--- src/rtl/uart_fe_pkg.sv ---
package uart_fe_pkg;
  localparam int unsigned BYTE_W = 8;

  typedef struct packed {
    logic [BYTE_W-1:0] data;
    logic              ready;
    logic              perr;
    logic              ferr;
  } rx_status_t;
endpackage

--- src/rtl/ufe_strobe_edge.sv ---
// First-low-cycle detector for a group of active-low strobes.
module ufe_strobe_edge #(
  parameter int unsigned N = 3
) (
  input  logic         clk_i,
  input  logic         rst_ni,
  input  logic [N-1:0] strobe_ni,
  output logic [N-1:0] fall_o
);
  logic [N-1:0] prev_q;

  for (genvar i = 0; i < N; i++) begin : g_edge
    always_ff @(posedge clk_i or negedge rst_ni) begin
      if (!rst_ni) prev_q[i] <= 1'b1;
      else         prev_q[i] <= strobe_ni[i];
    end
    assign fall_o[i] = prev_q[i] & ~strobe_ni[i];
  end
endmodule

--- src/rtl/ufe_baud_div.sv ---
module ufe_baud_div #(
  parameter int unsigned DIV_W   = 8,
  parameter int unsigned DIV_RST = 9
) (
  input  logic             clk_i,
  input  logic             rst_ni,
  input  logic             ld_i,
  input  logic [DIV_W-1:0] div_i,
  output logic             tick_o,
  output logic [DIV_W-1:0] div_o,
  output logic [DIV_W-1:0] cnt_o
);
  localparam logic [DIV_W-1:0] RST_VAL = DIV_W'(DIV_RST);

  logic [DIV_W-1:0] div_q, cnt_q;
  logic             tick_q;

  always_ff @(posedge clk_i or negedge rst_ni) begin
    if (!rst_ni) begin
      div_q  <= RST_VAL;
      cnt_q  <= '0;
      tick_q <= 1'b0;
    end else if (ld_i) begin
      div_q  <= div_i;
      cnt_q  <= '0;
      tick_q <= 1'b0;
    end else if (cnt_q == div_q) begin
      cnt_q  <= '0;
      tick_q <= 1'b1;
    end else begin
      cnt_q  <= cnt_q + 1'b1;
      tick_q <= 1'b0;
    end
  end

  assign tick_o = tick_q;
  assign div_o  = div_q;
  assign cnt_o  = cnt_q;
endmodule

--- src/rtl/ufe_tx_gate.sv ---
module ufe_tx_gate #(
  parameter int unsigned DATA_W = 8
) (
  input  logic              clk_i,
  input  logic              rst_ni,
  input  logic              wr_i,
  input  logic              block_i,
  input  logic              empty_i,
  input  logic [DATA_W-1:0] data_i,
  output logic              load_o,
  output logic [DATA_W-1:0] data_o
);
  logic              load_q;
  logic [DATA_W-1:0] data_q;
  logic              accept;

  assign accept = wr_i & ~block_i & empty_i;

  always_ff @(posedge clk_i or negedge rst_ni) begin
    if (!rst_ni) begin
      load_q <= 1'b0;
      data_q <= '0;
    end else begin
      load_q <= accept;
      if (accept) data_q <= data_i;
    end
  end

  assign load_o = load_q;
  assign data_o = data_q;
endmodule

--- src/rtl/ufe_rx_status.sv ---
module ufe_rx_status
  import uart_fe_pkg::*;
(
  input  logic              clk_i,
  input  logic              rst_ni,
  input  logic              rx_valid_i,
  input  logic [BYTE_W-1:0] rx_data_i,
  input  logic              rx_perr_i,
  input  logic              rx_ferr_i,
  input  logic              rd_i,
  output rx_status_t        sts_o,
  output rx_status_t        rd_o
);
  rx_status_t sts_q, rd_q;

  always_ff @(posedge clk_i or negedge rst_ni) begin
    if (!rst_ni) begin
      sts_q <= '0;
      rd_q  <= '0;
    end else begin
      if (rd_i) begin
        rd_q       <= sts_q;
        sts_q.ready <= 1'b0;
        sts_q.perr  <= 1'b0;
        sts_q.ferr  <= 1'b0;
      end
      // a new frame in the read cycle overrides the clear
      if (rx_valid_i) begin
        sts_q.data  <= rx_data_i;
        sts_q.ready <= 1'b1;
        sts_q.perr  <= rx_perr_i;
        sts_q.ferr  <= rx_ferr_i;
      end
    end
  end

  assign sts_o = sts_q;
  assign rd_o  = rd_q;
endmodule

--- src/rtl/uart_bus_front.sv ---
module uart_bus_front
  import uart_fe_pkg::*;
#(
  parameter int unsigned DIV_RST = 9
) (
  input  logic              clk_i,
  input  logic              rst_ni,
  input  logic [BYTE_W-1:0] bus_data_i,
  input  logic              wr_ni,
  input  logic              baud_ld_ni,
  input  logic              rd_ni,
  output logic              tick_o,
  input  logic              tx_empty_i,
  output logic              tx_load_o,
  output logic [BYTE_W-1:0] tx_data_o,
  input  logic              rx_valid_i,
  input  logic [BYTE_W-1:0] rx_data_i,
  input  logic              rx_perr_i,
  input  logic              rx_ferr_i,
  output logic [BYTE_W-1:0] rd_data_o,
  output logic              rd_ready_o,
  output logic              rd_perr_o,
  output logic              rd_ferr_o
);
  localparam int unsigned N_STB = 3;
  localparam int unsigned S_WR = 0, S_LD = 1, S_RD = 2;

  logic [N_STB-1:0]  stb_n, stb_fall;
  logic              wr_fall, ld_fall, rd_fall;
  logic [BYTE_W-1:0] div_q, cnt_q;
  rx_status_t        sts_q, rd_q;

  assign stb_n[S_WR] = wr_ni;
  assign stb_n[S_LD] = baud_ld_ni;
  assign stb_n[S_RD] = rd_ni;

  ufe_strobe_edge #(.N(N_STB)) u_edge (
    .clk_i, .rst_ni, .strobe_ni(stb_n), .fall_o(stb_fall)
  );

  assign wr_fall = stb_fall[S_WR];
  assign ld_fall = stb_fall[S_LD];
  assign rd_fall = stb_fall[S_RD];

  ufe_baud_div #(.DIV_W(BYTE_W), .DIV_RST(DIV_RST)) u_div (
    .clk_i, .rst_ni, .ld_i(ld_fall), .div_i(bus_data_i),
    .tick_o, .div_o(div_q), .cnt_o(cnt_q)
  );

  ufe_tx_gate #(.DATA_W(BYTE_W)) u_tx (
    .clk_i, .rst_ni, .wr_i(wr_fall), .block_i(ld_fall), .empty_i(tx_empty_i),
    .data_i(bus_data_i), .load_o(tx_load_o), .data_o(tx_data_o)
  );

  ufe_rx_status u_rx (
    .clk_i, .rst_ni, .rx_valid_i, .rx_data_i, .rx_perr_i, .rx_ferr_i,
    .rd_i(rd_fall), .sts_o(sts_q), .rd_o(rd_q)
  );

  assign rd_data_o  = rd_q.data;
  assign rd_ready_o = rd_q.ready;
  assign rd_perr_o  = rd_q.perr;
  assign rd_ferr_o  = rd_q.ferr;
endmodule

--- config.mk ---
export PLATFORM = sky130hd
export DESIGN_NAME = uart_bus_front
export DESIGN_NICKNAME = d
export VERILOG_FILES = /design/src/rtl/uart_fe_pkg.sv /design/src/rtl/ufe_strobe_edge.sv /design/src/rtl/ufe_baud_div.sv /design/src/rtl/ufe_tx_gate.sv /design/src/rtl/ufe_rx_status.sv /design/src/rtl/uart_bus_front.sv
export SDC_FILE = /design/constraint.sdc
export NUM_CORES = 1
export LEC_CHECK = 0
export BUFFER_PORTS_ARGS = -buffer_cell sky130_fd_sc_hd__buf_2
export CAP_MARGIN = 10
export CORE_MARGIN = 8
export CORE_UTILIZATION = 40
export CTS_CLUSTER_SIZE = 14
export DETAILED_ROUTE_END_ITERATION = 8
export PLACE_DENSITY = 0.69
export SLEW_MARGIN = 5
export SYNTH_ARGS = -nofsm -noshare
export SYNTH_HDL_FRONTEND = slang
export SYNTH_SLANG_ARGS = --single-unit
--- constraint.sdc ---
create_clock -name clk_i -period 2.2 [get_ports clk_i]
set_clock_uncertainty 0.1 [all_clocks]
set_input_delay 0 -clock clk_i [delete_from_list [all_inputs] [get_ports clk_i]]
set_output_delay 0 -clock clk_i [all_outputs]
set_load 0.005 [all_outputs]
== Yosys cells after proc, flatten, opt, wreduce, memory -nomap -nowiden ==
Index checks and enable logic that the tools add are counted.

* Bits in registers: 51
* Logic and storage cells: 34
* Input bits: 25

* Mux-type cells: 6
* Bitwise logic cells: 9
* Reduce and logical (&&, ||, !) cells: 1
* Add/sub/neg operators: 1
* Eq/ne operators: 1

{| class="wikitable"
|+ Operator list
! cell !! number
|-
| 8-bit 2-to-1 mux || 2
|-
| 8-bit by 1-bit adder with 8-bit output, second input constant || 1
|-
| 8-bit == test || 1
|-
| 3-bit 2-to-1 mux || 2
|-
| 1-bit AND || 5
|-
| 1-bit inverter || 4
|-
| 1-bit 2-to-1 mux || 2
|-
| 2-bit nonzero test || 1
|}

== Logic depth before layout (Yosys ltp) ==
* Depth after elaboration: 5
* Depth in mapped cells: 4
* Mapped depth without buffers: 4

== Cells and area by module ==
Synthesis repeated with hierarchy kept, for this count alone.

* Cells, all modules: 137
* Area, all modules: 2,132.0 µm²

{| class="wikitable"
|+ By module, submodules not included
! module !! seq. area each (µm²) !! area each (µm²) !! instances !! cells an instance
|-
| ufe_baud_div || 427.9 || 840.8 || 1 || 64
|-
| ufe_rx_status || 550.5 || 832.0 || 1 || 48
|-
| ufe_tx_gate || 225.2 || 339.1 || 1 || 19
|-
| ufe_strobe_edge || 78.8 || 120.1 || 1 || 6
|}

== Worst setup path before layout ==
No wires, ideal clock.

* Kind: reg2reg
* From: register u_edge.prev_q[1]
* To: register u_div.div_q[7] (netlist: u_div.div_o[7])
* Data arrival time: 1,351 ps
* Clock period less this slack: 1,576 ps
* Setup slack: 624 ps
* Stages on the path, launching flop included: 5
* Library setup time: 125 ps
* Path through: dfstp_2 nor2b_1 buf_2 buf_2 mux2_2

* Longest elaborated chain between the ends: 1

{| class="wikitable"
|+ Ends and longest elaborated chain
! what !! RTL line !! text
|-
| start, declared || ufe_strobe_edge.sv:10 || <nowiki>logic [N-1:0] prev_q;</nowiki>
|-
| start signal, assigned by index || ufe_strobe_edge.sv:15 || <nowiki>else prev_q[i] <= strobe_ni[i];</nowiki>
|-
| 1-bit AND || ufe_strobe_edge.sv:17 || <nowiki>assign fall_o[i] = prev_q[i] & ~strobe_ni[i];</nowiki>
|-
| end signal, assigned || ufe_baud_div.sv:24 || <nowiki>div_q <= div_i;</nowiki>
|-
| end, declared || ufe_baud_div.sv:15 || <nowiki>logic [DIV_W-1:0] div_q, cnt_q;</nowiki>
|}

No other way between the ends.
A chain may end at the register's enable or synchronous reset.

== Worst setup path in the final report ==
* From: input rx_valid_i
* To: register u_rx.sts_o[1] (netlist name)

* Longest elaborated chain between the ends: 1
* Elaborated cells on any way between the ends: 2
* Classes of those cells: mux: 1; reduce/logical: 1

{| class="wikitable"
|+ Ends and longest elaborated chain
! what !! RTL line !! text
|-
| start, declared || uart_bus_front.sv:16 || <nowiki>input logic rx_valid_i,</nowiki>
|-
| 3-bit 2-to-1 mux / 2-bit nonzero test (equally long branches) || n/a ||
|}

Parallel ways exist; a longest one is shown, timed or not.

==> out/metrics.cfg <==
[synthesis]
synth_top_family_by_area = simple AND/OR/NAND/NOR gates
yosys_warnings = 0
postSynthAreaPerCell_um2 = 12.9
synthXorXnorAreaFrac = 0.0464
synth_cells = 161
ys.flop_type = dfrtp_1
synth-compound-area-share = 0.0507
ys_seq_area_frac = 0.618
ys_types = 26
synth_top_area_frac = 0.555
synthAdderAreaFrac = 0.00603
synth_edf_count = 0
synthSimpleGateAreaFrac = 0.136
syn-cell-area_um2 = 2070
synth_area_leaders = dfrtp_1 55%, mux2_2 13%, nand2_1 7.2%
synth_async_sr_flop_share = 1.00
synth_common_cells = 46 x dfrtp_1, 40 x nand2_1, 24 x mux2_2
muxShareOfSynthArea = 0.130
syn_nets = 187
yosysMostFrequentCell = dfrtp_1
synth-seq-cells = 51
synth_top_cell_by_area = dfrtp_1

[clocking]
cts-resized-gates = 0
numCtsBuffers = 5
cts_sinks = 51
clk_pin_slew_ns = 0.09
cts_tree = yes
clk_latency_ns = 0.30
clock_tree.buffer_depth = 2
root_buffer = clkbuf_8
h-tree-depth = 2

[routing]
first_pass_iters = 4
first_iter_violations = 34
via_count = 1425
via_per_inst = 4.60
wire_per_inst_um = 13.2
drc = 0
ant_nets = 0
routed_wl_mm = 4.11

[global_routing]
globalRouteOverflowTotal = 0
grt_max_degree = 30
grt_usage = 0.120
grt_pass1_vias = 1546
grt_pass1_wl_mm = 7.16
antenna_found_initial = 0

[power_and_ir_drop]
seq_power_share = 0.550
p_int_w = 0.00156
p_switching_w = 0.000586
p_sw_frac = 0.273
p_clk_frac = 0.248
combPwrFrac = 0.203
peakVddDrop_mv = 0.412
powerDensity_nw_per_um2 = 776
p_leak_nw = 1.29

[floorplanning]
rows = 26
ios = 46
fp.dieH_um = 88.0
initial_utilization = 0.411
core_region_area_um2 = 5040
dieArea_um2 = 7750
die_w_um = 88.0

[sta]
hold_viol_final = 0
fmax_mhz = 529
period_needed_ns = 1.89
drv_slew = 0
rsz0062_at_grt = false
finalCritPeriodShare = 0.859
tightest_slew_ns = 0.539
tns_ns = 0
finalSetupViolations = 0
slew_headroom = 0.639

[layout]
layout-drive-gt1-share = 0.383
final_area_um2 = 2760
nets = 266
area_growth_pct = 33.2
diodes = 0

[placed_design]
placed_area_um2 = 2400
place_congestion = 0.736
hpwlAfterDp_mm = 2.85
io_buffers = 45

[hold_path]
hp-class = in -> async

[worst_setup_path]
r2r_start = u_edge.prev_q[2]
startpoint_type = input port
slowest_delay_ns = 0.56
crit_family = buffers and inverters
cp_slowest_cell = dlygate4sd3_1
arrival_ns = 1.98
path_class = in -> reg
crit_top_cell = dlygate4sd3_1
timing.rr.end = u_rx.sts_o[1]
reg2reg_slack_ns = 0.36
cp_num_buf_inv = 4
path_cells = dlygate4sd3_1 > buf_2 > nand2_1 > dlygate4sd3_1 > o21ai_0 > dlygate4sd3_1
cp.required_ns = 2.29
path_max_fanout = 13
reg2regPathDepth = 4
end_kind = flip-flop

[status]
status = completed

[flow_run]
maxCapViolations = 0

power by group through the flow:
stage / Sequential [W] / Clock, W / Combinational (W)
final: 0.00118 / 0.000531 / 0.000435
after global routing: 0.00120 / 0.000601 / 0.000486
after CTS: 0.00118 / 0.000555 / 0.000446
after detailed placement: 0.00120 / 0 / 0.000406
after global placement: 0.00119 / 0 / 0.000396
after floorplan: 0.00119 / 0 / 0.000250
registers in the layout, indices dropped and copies added, names as in the netlist:
signal and flops:
u_tx.load_o 1, u_div.div_o 8, u_rx.sts_o 11, u_edge.prev_q 3, u_div.tick_o 1, u_tx.data_o 8, u_rx.rd_o 11, u_div.cnt_o 8
stage by stage:
stage	setup slack (ns)	hold WS (ns)	util	total power (W)	instances
floorplan	0.624	-0.396	-	0.00144	161
global placement	0.587	-0.268	0.475	0.00159	275
detailed placement	0.558	-0.268	0.475	0.00160	275
CTS	0.331	0.123	0.548	0.00218	310
global route	0.189	0.160	0.548	0.00229	310
finish	0.310	0.132	0.548	0.00214	310
cell families (layout without fill, tap and decap cells):
| logic type | after synthesis | in the layout |
|---|---|---|
| flip-flops | 51 | 51 |
| adder cells (fa/ha/maj) | 1 | 1 |
| AO/OA/AOI/OAI | 14 | 14 |
| XOR/XNOR | 11 | 11 |
| multiplexers | 24 | 24 |
| AND/OR/NAND/NOR | 54 | 54 |
| buffers and inverters | 6 | 85 |
final cells by class:
class | count | area [um^2]
Fill cell | 435 | 2280
Sequential cell | 51 | 1280
Inverter | 1 | 3.75
Timing Repair Buffer | 77 | 536
Clock buffer | 6 | 82.6
Clock inverter | 1 | 5.00
Multi-Input combinational cell | 104 | 767
Tap cell | 70 | 87.6
routing by layer:
metal  track usage  up-vias  share of wire
li1              -      708              -
met1         0.133      679           0.42
met2         0.205       32           0.51
met3        0.0488        6          0.059
met4        0.0369        0          0.012
met5             0        -              0
worst max-delay path by stage:
| stage | slack [ns] | endpoint | from | cells after the start |
|---|---|---|---|---|
| after detailed placement | 0.56 | u_div.div_o[6] | u_edge.prev_q[1] | 3 |
| after CTS | 0.33 | u_rx.sts_o[1] | rx_valid_i | 6 |
| after floorplan | 0.62 | u_div.div_o[7] | u_edge.prev_q[1] | 4 |
| after global routing | 0.19 | u_rx.sts_o[1] | rx_valid_i | 6 |
| after global placement | 0.59 | u_tx.data_o[4] | u_edge.prev_q[0] | 3 |
| final | 0.31 | u_rx.sts_o[1] | rx_valid_i | 6 |
worst reg2reg max path: cells and delay by family, from the launching register on:
kind | cells | cell delay [ns]
AO/OA/AOI/OAI | 1 | 0.08
buffers and inverters | 1 | 0.56
flip-flops | 1 | 0.53
AND/OR/NAND/NOR | 2 | 0.45
what timing repair did:
item                      CTS  global route
hold buffers               28             0
hold endpoints to repair   78             0
setup buffers               0             0
layout by cell type, fill, tap and decap left out, types with 4 or more instances in the layout:
| master | n |
|---|---|
| nand2_1 | 40 |
| buf_4 | 4 |
| mux2_2 | 24 |
| xor2_1 | 10 |
| clkbuf_8 | 6 |
| a211oi_1 | 5 |
| buf_2 | 45 |
| dlygate4sd3_1 | 28 |
| dfrtp_1 | 46 |
| o21ai_0 | 4 |
| dfstp_2 | 5 |
(Power assumes the default switching activity.)
